File: config.mk
export PLATFORM = sky130hd
export DESIGN_NAME = nanoSequencer
export DESIGN_NICKNAME = d
export VERILOG_FILES = /design/src/rtl/nanoPkg.sv /design/src/rtl/nanoCtrl.sv /design/src/rtl/nanoPath.sv /design/src/rtl/nanoSequencer.sv
export SDC_FILE = /design/constraint.sdc
export NUM_CORES = 1
export LEC_CHECK = 0
export CAP_MARGIN = 40
export CORE_AREA = 2 2 210 212
export DETAILED_ROUTE_END_ITERATION = 10
export DIE_AREA = 0 0 212 214
export GPL_ROUTABILITY_DRIVEN = 1
export GPL_TIMING_DRIVEN = 1
export HOLD_SLACK_MARGIN = 0.05
export PLACE_DENSITY = 0.43
export SETUP_SLACK_MARGIN = 0.15
export SLEW_MARGIN = 15
export SYNTH_ARGS = -nofsm -noshare
export SYNTH_HDL_FRONTEND = slang
export SYNTH_SLANG_ARGS = --single-unit
File: constraint.sdc
create_clock -name clk -period 4.6 [get_ports clk]
set_input_delay 0.46 -clock clk [delete_from_list [all_inputs] [get_ports clk]]
set_output_delay 0.46 -clock clk [all_outputs]
set_load 0.02 [all_outputs]
File: src/rtl/nanoPkg.sv
package nanoPkg;
  localparam int FIELD_W = 72;
  localparam int NUM_T   = 4;
  localparam int ADDR_W  = 10;
  localparam int COND_W  = 16;
  localparam int SEL_W   = $clog2(COND_W);
  localparam int PH_W    = $clog2(NUM_T);
  localparam int WORD_W  = FIELD_W * (NUM_T + 1);
  localparam int CTRL_W  = 2 * FIELD_W;
  localparam int REP_BIT  = 0;
  localparam int SKIP_BIT = 1;
  localparam int SEL_LSB  = ADDR_W;

  typedef struct packed {
    logic            takeBranch;
    logic            blankT;
    logic [PH_W-1:0] phase;
  } seqStrobe_t;
endpackage

File: src/rtl/nanoCtrl.sv
module nanoCtrl
  import nanoPkg::*;
(
  input  logic       clk,
  input  logic       rst,
  input  logic       tRepeat,
  input  logic       tSkip,
  input  logic       condHit,
  output seqStrobe_t strb
);
  localparam logic [PH_W-1:0] LAST_PH = PH_W'(NUM_T - 1);

  logic [PH_W-1:0] phaseQ, phaseD;
  logic            skipQ, skipD;
  logic            branch;
  logic            active;

  always_comb begin
    active = !skipQ;
    phaseD = PH_W'(phaseQ + 1'b1);
    skipD  = 1'b0;
    branch = 1'b0;
    if (active && tRepeat) begin
      phaseD = '0;
      branch = condHit;
    end else if (phaseQ == LAST_PH) begin
      phaseD = '0;
      branch = 1'b1;
    end else begin
      skipD = active && tSkip && condHit;
    end
    strb.takeBranch = branch;
    strb.blankT     = skipQ;
    strb.phase      = phaseQ;
  end

  always_ff @(posedge clk) begin
    if (rst) begin
      phaseQ <= '0;
      skipQ  <= 1'b0;
    end else begin
      phaseQ <= phaseD;
      skipQ  <= skipD;
    end
  end
endmodule

File: src/rtl/nanoPath.sv
module nanoPath
  import nanoPkg::*;
#(
  parameter logic [nanoPkg::ADDR_W-1:0] RESET_ADDR = '0
) (
  input  logic              clk,
  input  logic              rst,
  input  logic [WORD_W-1:0] nanoWord,
  input  logic [COND_W-1:0] cond,
  input  seqStrobe_t        strb,
  output logic [ADDR_W-1:0] nanoAddr,
  output logic [CTRL_W-1:0] ctrlWord,
  output logic              tRepeat,
  output logic              tSkip,
  output logic              condHit
);
  logic [FIELD_W-1:0] kField;
  logic [FIELD_W-1:0] tArr [NUM_T];
  logic [FIELD_W-1:0] tOut;
  logic [SEL_W-1:0]   condSel;
  logic [ADDR_W-1:0]  addrQ;

  assign kField = nanoWord[WORD_W-1 -: FIELD_W];

  for (genvar g = 0; g < NUM_T; g++) begin : gSlice
    assign tArr[g] = nanoWord[WORD_W-1-FIELD_W*(g+1) -: FIELD_W];
  end

  assign tOut     = strb.blankT ? '0 : tArr[strb.phase];
  assign ctrlWord = {kField, tOut};
  assign tRepeat  = tOut[REP_BIT];
  assign tSkip    = tOut[SKIP_BIT];
  assign condSel  = kField[SEL_LSB +: SEL_W];
  assign condHit  = cond[condSel];
  assign nanoAddr = addrQ;

  always_ff @(posedge clk) begin
    if (rst)                  addrQ <= RESET_ADDR;
    else if (strb.takeBranch) addrQ <= kField[ADDR_W-1:0];
  end
endmodule

File: src/rtl/nanoSequencer.sv
module nanoSequencer
  import nanoPkg::*;
(
  input  logic              clk,
  input  logic              rst,
  input  logic [WORD_W-1:0] nanoWord,
  input  logic [COND_W-1:0] cond,
  output logic [ADDR_W-1:0] nanoAddr,
  output logic [CTRL_W-1:0] ctrlWord,
  output logic [PH_W-1:0]   phase
);
  seqStrobe_t strb;
  logic tRepeat, tSkip, condHit;

  nanoCtrl u_ctrl (
    .clk(clk), .rst(rst), .tRepeat(tRepeat), .tSkip(tSkip),
    .condHit(condHit), .strb(strb)
  );

  nanoPath #(.RESET_ADDR('0)) u_path (
    .clk(clk), .rst(rst), .nanoWord(nanoWord), .cond(cond), .strb(strb),
    .nanoAddr(nanoAddr), .ctrlWord(ctrlWord), .tRepeat(tRepeat),
    .tSkip(tSkip), .condHit(condHit)
  );

  assign phase = strb.phase;
endmodule

==> results.md <==
* **number of setup buffers added after CTS** 0
* **largest net degree at the start of global routing** 51
* **Port Buffer Count** 417
* **gr busiest metal** met2
* **Setup TNS** 0 ns
* **Period minus WS final** 3.45 ns
* **compound-cell area share of the yosys netlist** 4.26%
* **clock share of power** 11.3%
* **root buf cell** sky130_fd_sc_hd__clkbuf_16
* **DRC violations left** 0
* **global-route met3 utilization** 2.84%
* **required time at the worst-slack endpoint** 4.14 ns
* **area fraction of the dominant cell type after synthesis** 44.9%
* **overall routed net length** 20.2 mm
* **routed via count divided by cell count** 3.30
* **Clock Skews** 0.00622 ns
* **RSZ-0062 raised after global routing** false
* **share of the synthesized netlist area taken by xor and xnor gates** 0%
* **critical path launch point type** flop
* **vias after detailed routing** 4065
* **fraction of power spent switching nets** 36.7%
* **cell count after synthesis** 325
* **Post-Syn Nets** 704
* **number of sinks handled by clock tree synthesis** 13
* **CTS tree** yes
* **number of synthesized register bits** 13
* **critical path's slowest cell** sky130_fd_sc_hd__dfxtp_4
* **Achievable Freq** 290 MHz
* **insertion delay to the later sink of the worst-skew pair** 0.25 ns
* **Mapped Avg Cell Area** 11.1 µm²
* **cell area power density** 191 nW/µm²
* **Yosys warning count** 0
* **top-count cell post-synth** sky130_fd_sc_hd__buf_4
* **Hold Vio Cnt, Final** 0
* **initial core utilization** 8.42%
* **final global-route overflow total** 0
* **final weighted congestion in routability-driven placement** 0.816
* **worst min path class** reg -> reg
* **count of distinct cell types in the synthesized netlist** 24
* **initial detailed-routing violation count** 100
* **CORE AREA** 42900 µm²
* **share of synthesized area occupied by flip-flops and latches** 7.21%
* **Max-Cap Viols** 0
* **floorplan die width** 212 µm
* **Antenna Nets Post-Route** 0
* **status** complete, no violations
* **transition time at the pin with the least slew margin** 0.666 ns
* **Crit path largest cell delay** 0.69 ns
* **overall global routing resource usage** 8.36%
* **clock buffer count from CTS** 3
* **wire length per cell** 16.4 µm
* **Arrival @ worst endpoint** 2.99 ns
* **cell types with the largest area share after synthesis** sky130_fd_sc_hd__mux4_2 45%, sky130_fd_sc_hd__buf_4 15%, sky130_fd_sc_hd__nor2b_1 12%
* **period utilisation layout** 75.0%
* **Worst slew margin** 55.4%
* **cell accounting for the most synthesized area** sky130_fd_sc_hd__mux4_2
* **number of H-tree branching levels** 1
* **cell internal power dissipation** 0.966 mW
* **number of buffers between clock root and the deepest sink** 2
* **antenna violations before repair** 1
* **worst-path fanout max** 26
* **fill cell total of the finished layout** 4750
* **sw power** 0.560 mW
* **fraction of registers with async set/reset** 0%
* **layout overhead on the synthesized area** 121%
* **synth cell count leaders** 74 x sky130_fd_sc_hd__buf_4, 72 x sky130_fd_sc_hd__mux4_2, 71 x sky130_fd_sc_hd__nor2b_1
* **via count of the first global-routing pass** 4486
* **Reg clk slew, reported paths** 0.05 ns
* **maximum VDD drop** 0.0000939 V
* **list of cells traversed by the critical path** mux4_2 -> nand2b_1 -> inv_1 -> clkdlybuf4s50_1
* **Synth Flop Type** sky130_fd_sc_hd__dfxtp_1
* **number of buffer and inverter instances along the worst setup path** 2
* **count of instances resized after the clock tree is built** 0
* **relative contribution of sequential cells to total power** 10.7%
* **hold-fix buffer count after cts** 0
* **met2 usage** 15.6%
* **Chip Height** 214 µm
* **multiplexer share of the synthesized area** 52.3%
* **# IOs** 534
* **count of flip-flops with a built-in enable after synthesis** 0
* **sum of net half-perimeters after detailed placement** 17.3 mm
* **dominant combinational cell family by area after synthesis** multiplexers
* **Synth Area in Adders** 0.347%
* **met1 Track Usage GR** 9.24%
* **first-pass GRT wire length** 28.8 mm
* **category of the most critical setup path** reg -> out
* **Leakage** 2.59 nW
* **share of layout cells above drive strength 1** 16.4%
* **summed instance area of the synthesized netlist** 3610 µm²
* **post-layout utilization of the core** 18.6%
* **fin. max-slew vios** 0
* **endpoint kind of the worst setup timing path** primary output
* **number of core rows** 76
* **cell class contributing the biggest share of worst-path delay** buffers and inverters
* **final setup violating endpoints** 0
* **Synth Area in Simple Gates** 17.0%
* **area of the die** 45400 µm²
* **Net count, final** 1027
* **combinational group share of total power** 78.0%
* **detailed-router iteration count before antenna repair** 4
==> worst reg2reg max path, delay by kind of cell, from the launching register on <==
family / cells / cell delay (ns)
DFF: 1 / 0.69
muxes: 1 / 0.65
buffers and inverters: 1 / 0.32
and+or+nand+nor: 2 / 0.64
AOI/OAI and AO/OA: 2 / 0.40
==> path summary, 6_finish.rpt <==
path / startpoint / to / slack (ns) / cells past startpoint
worst max-delay path: u_ctrl.phaseQ[0]$_SDFF_PP0_ / ctrlWord[0] / 1.15 / 4
worst min-delay path: u_path.nanoAddr[0]$_SDFFE_PP0P_ / u_path.nanoAddr[0]$_SDFFE_PP0P_ / 0.49 / 2
worst max register to register: u_ctrl.phaseQ[0]$_SDFF_PP0_ / u_path.nanoAddr[5]$_SDFFE_PP0P_ / 1.77 / 6
worst min register to register: u_path.nanoAddr[0]$_SDFFE_PP0P_ / u_path.nanoAddr[0]$_SDFFE_PP0P_ / 0.49 / 2
==> final cells by class <==
class	count	area, µm²	share of cell area [%]
diodes	1	2.50	0.0314
clock buffers	4	78.8	0.988
inverters	1	3.75	0.0470
multi-input cells	207	2670	33.4
flip-flops and latches	13	272	3.40
well taps	585	732	9.17
repair buffers	422	4220	52.9
==> through the flow <==
stage / cells / setup slack (ns) / power, mW / hold slack, ns / area, µm²
floorplan: 325 / 2.40 / 0.810 / 0.547 / 3610
global placement: 1227 / 1.27 / 1.38 / 0.469 / 7890
detailed placement: 1228 / 1.27 / 1.37 / 0.477 / 7900
CTS: 1232 / 1.08 / 1.55 / 0.487 / 7980
global route: 1232 / 0.916 / 1.62 / 0.511 / 7980
finish: 1233 / 1.15 / 1.53 / 0.489 / 7980
==> registers in the layout, summed over array words and instances, names as in the netlist <==
register	flops
u_ctrl.phaseQ	2
u_path.nanoAddr	10
u_ctrl.skipQ	1
==> power groups by stage <==
stage	Clock, mW	Sequential, mW	Combinational (mW)
after global placement	0	0.168	1.21
final	0.172	0.163	1.19
after CTS	0.174	0.167	1.21
after detailed placement	0	0.169	1.21
after global routing	0.179	0.171	1.27
after floorplan	0	0.151	0.659
==> per-layer routing <==
layer  vias up  part of all wire (%)
met2       255                    51
met4         0                   1.2
li1       1833                     -
met5         -                     0
met3        18                    11
met1      1959                    37
==> cells by family after synthesis <==
group / Yosys count
simple gates: 98
mux: 89
flops: 13
fa+ha+maj: 1
compound gates: 19
buf+inv: 105
==> cell usage in the layout, fill, tap and decap left out, types with 3 or more instances in the layout <==
master                            Yosys  final
sky130_fd_sc_hd__a221o_2              9      9
sky130_fd_sc_hd__mux2_2              10     10
sky130_fd_sc_hd__dfxtp_4              0      3
sky130_fd_sc_hd__nand2b_1             4      4
sky130_fd_sc_hd__a21oi_1              9      9
sky130_fd_sc_hd__mux4_2              72     72
sky130_fd_sc_hd__nor2b_1             71     71
sky130_fd_sc_hd__dfxtp_1             13     10
sky130_fd_sc_hd__clkdlybuf4s50_1      0    417
sky130_fd_sc_hd__nand4_1              9      9
sky130_fd_sc_hd__nand2_1              9      9
sky130_fd_sc_hd__mux4_1               4      4
sky130_fd_sc_hd__buf_4               74      4
sky130_fd_sc_hd__clkbuf_16            0      3
Note: power is estimated with default switching activity, not from simulation.
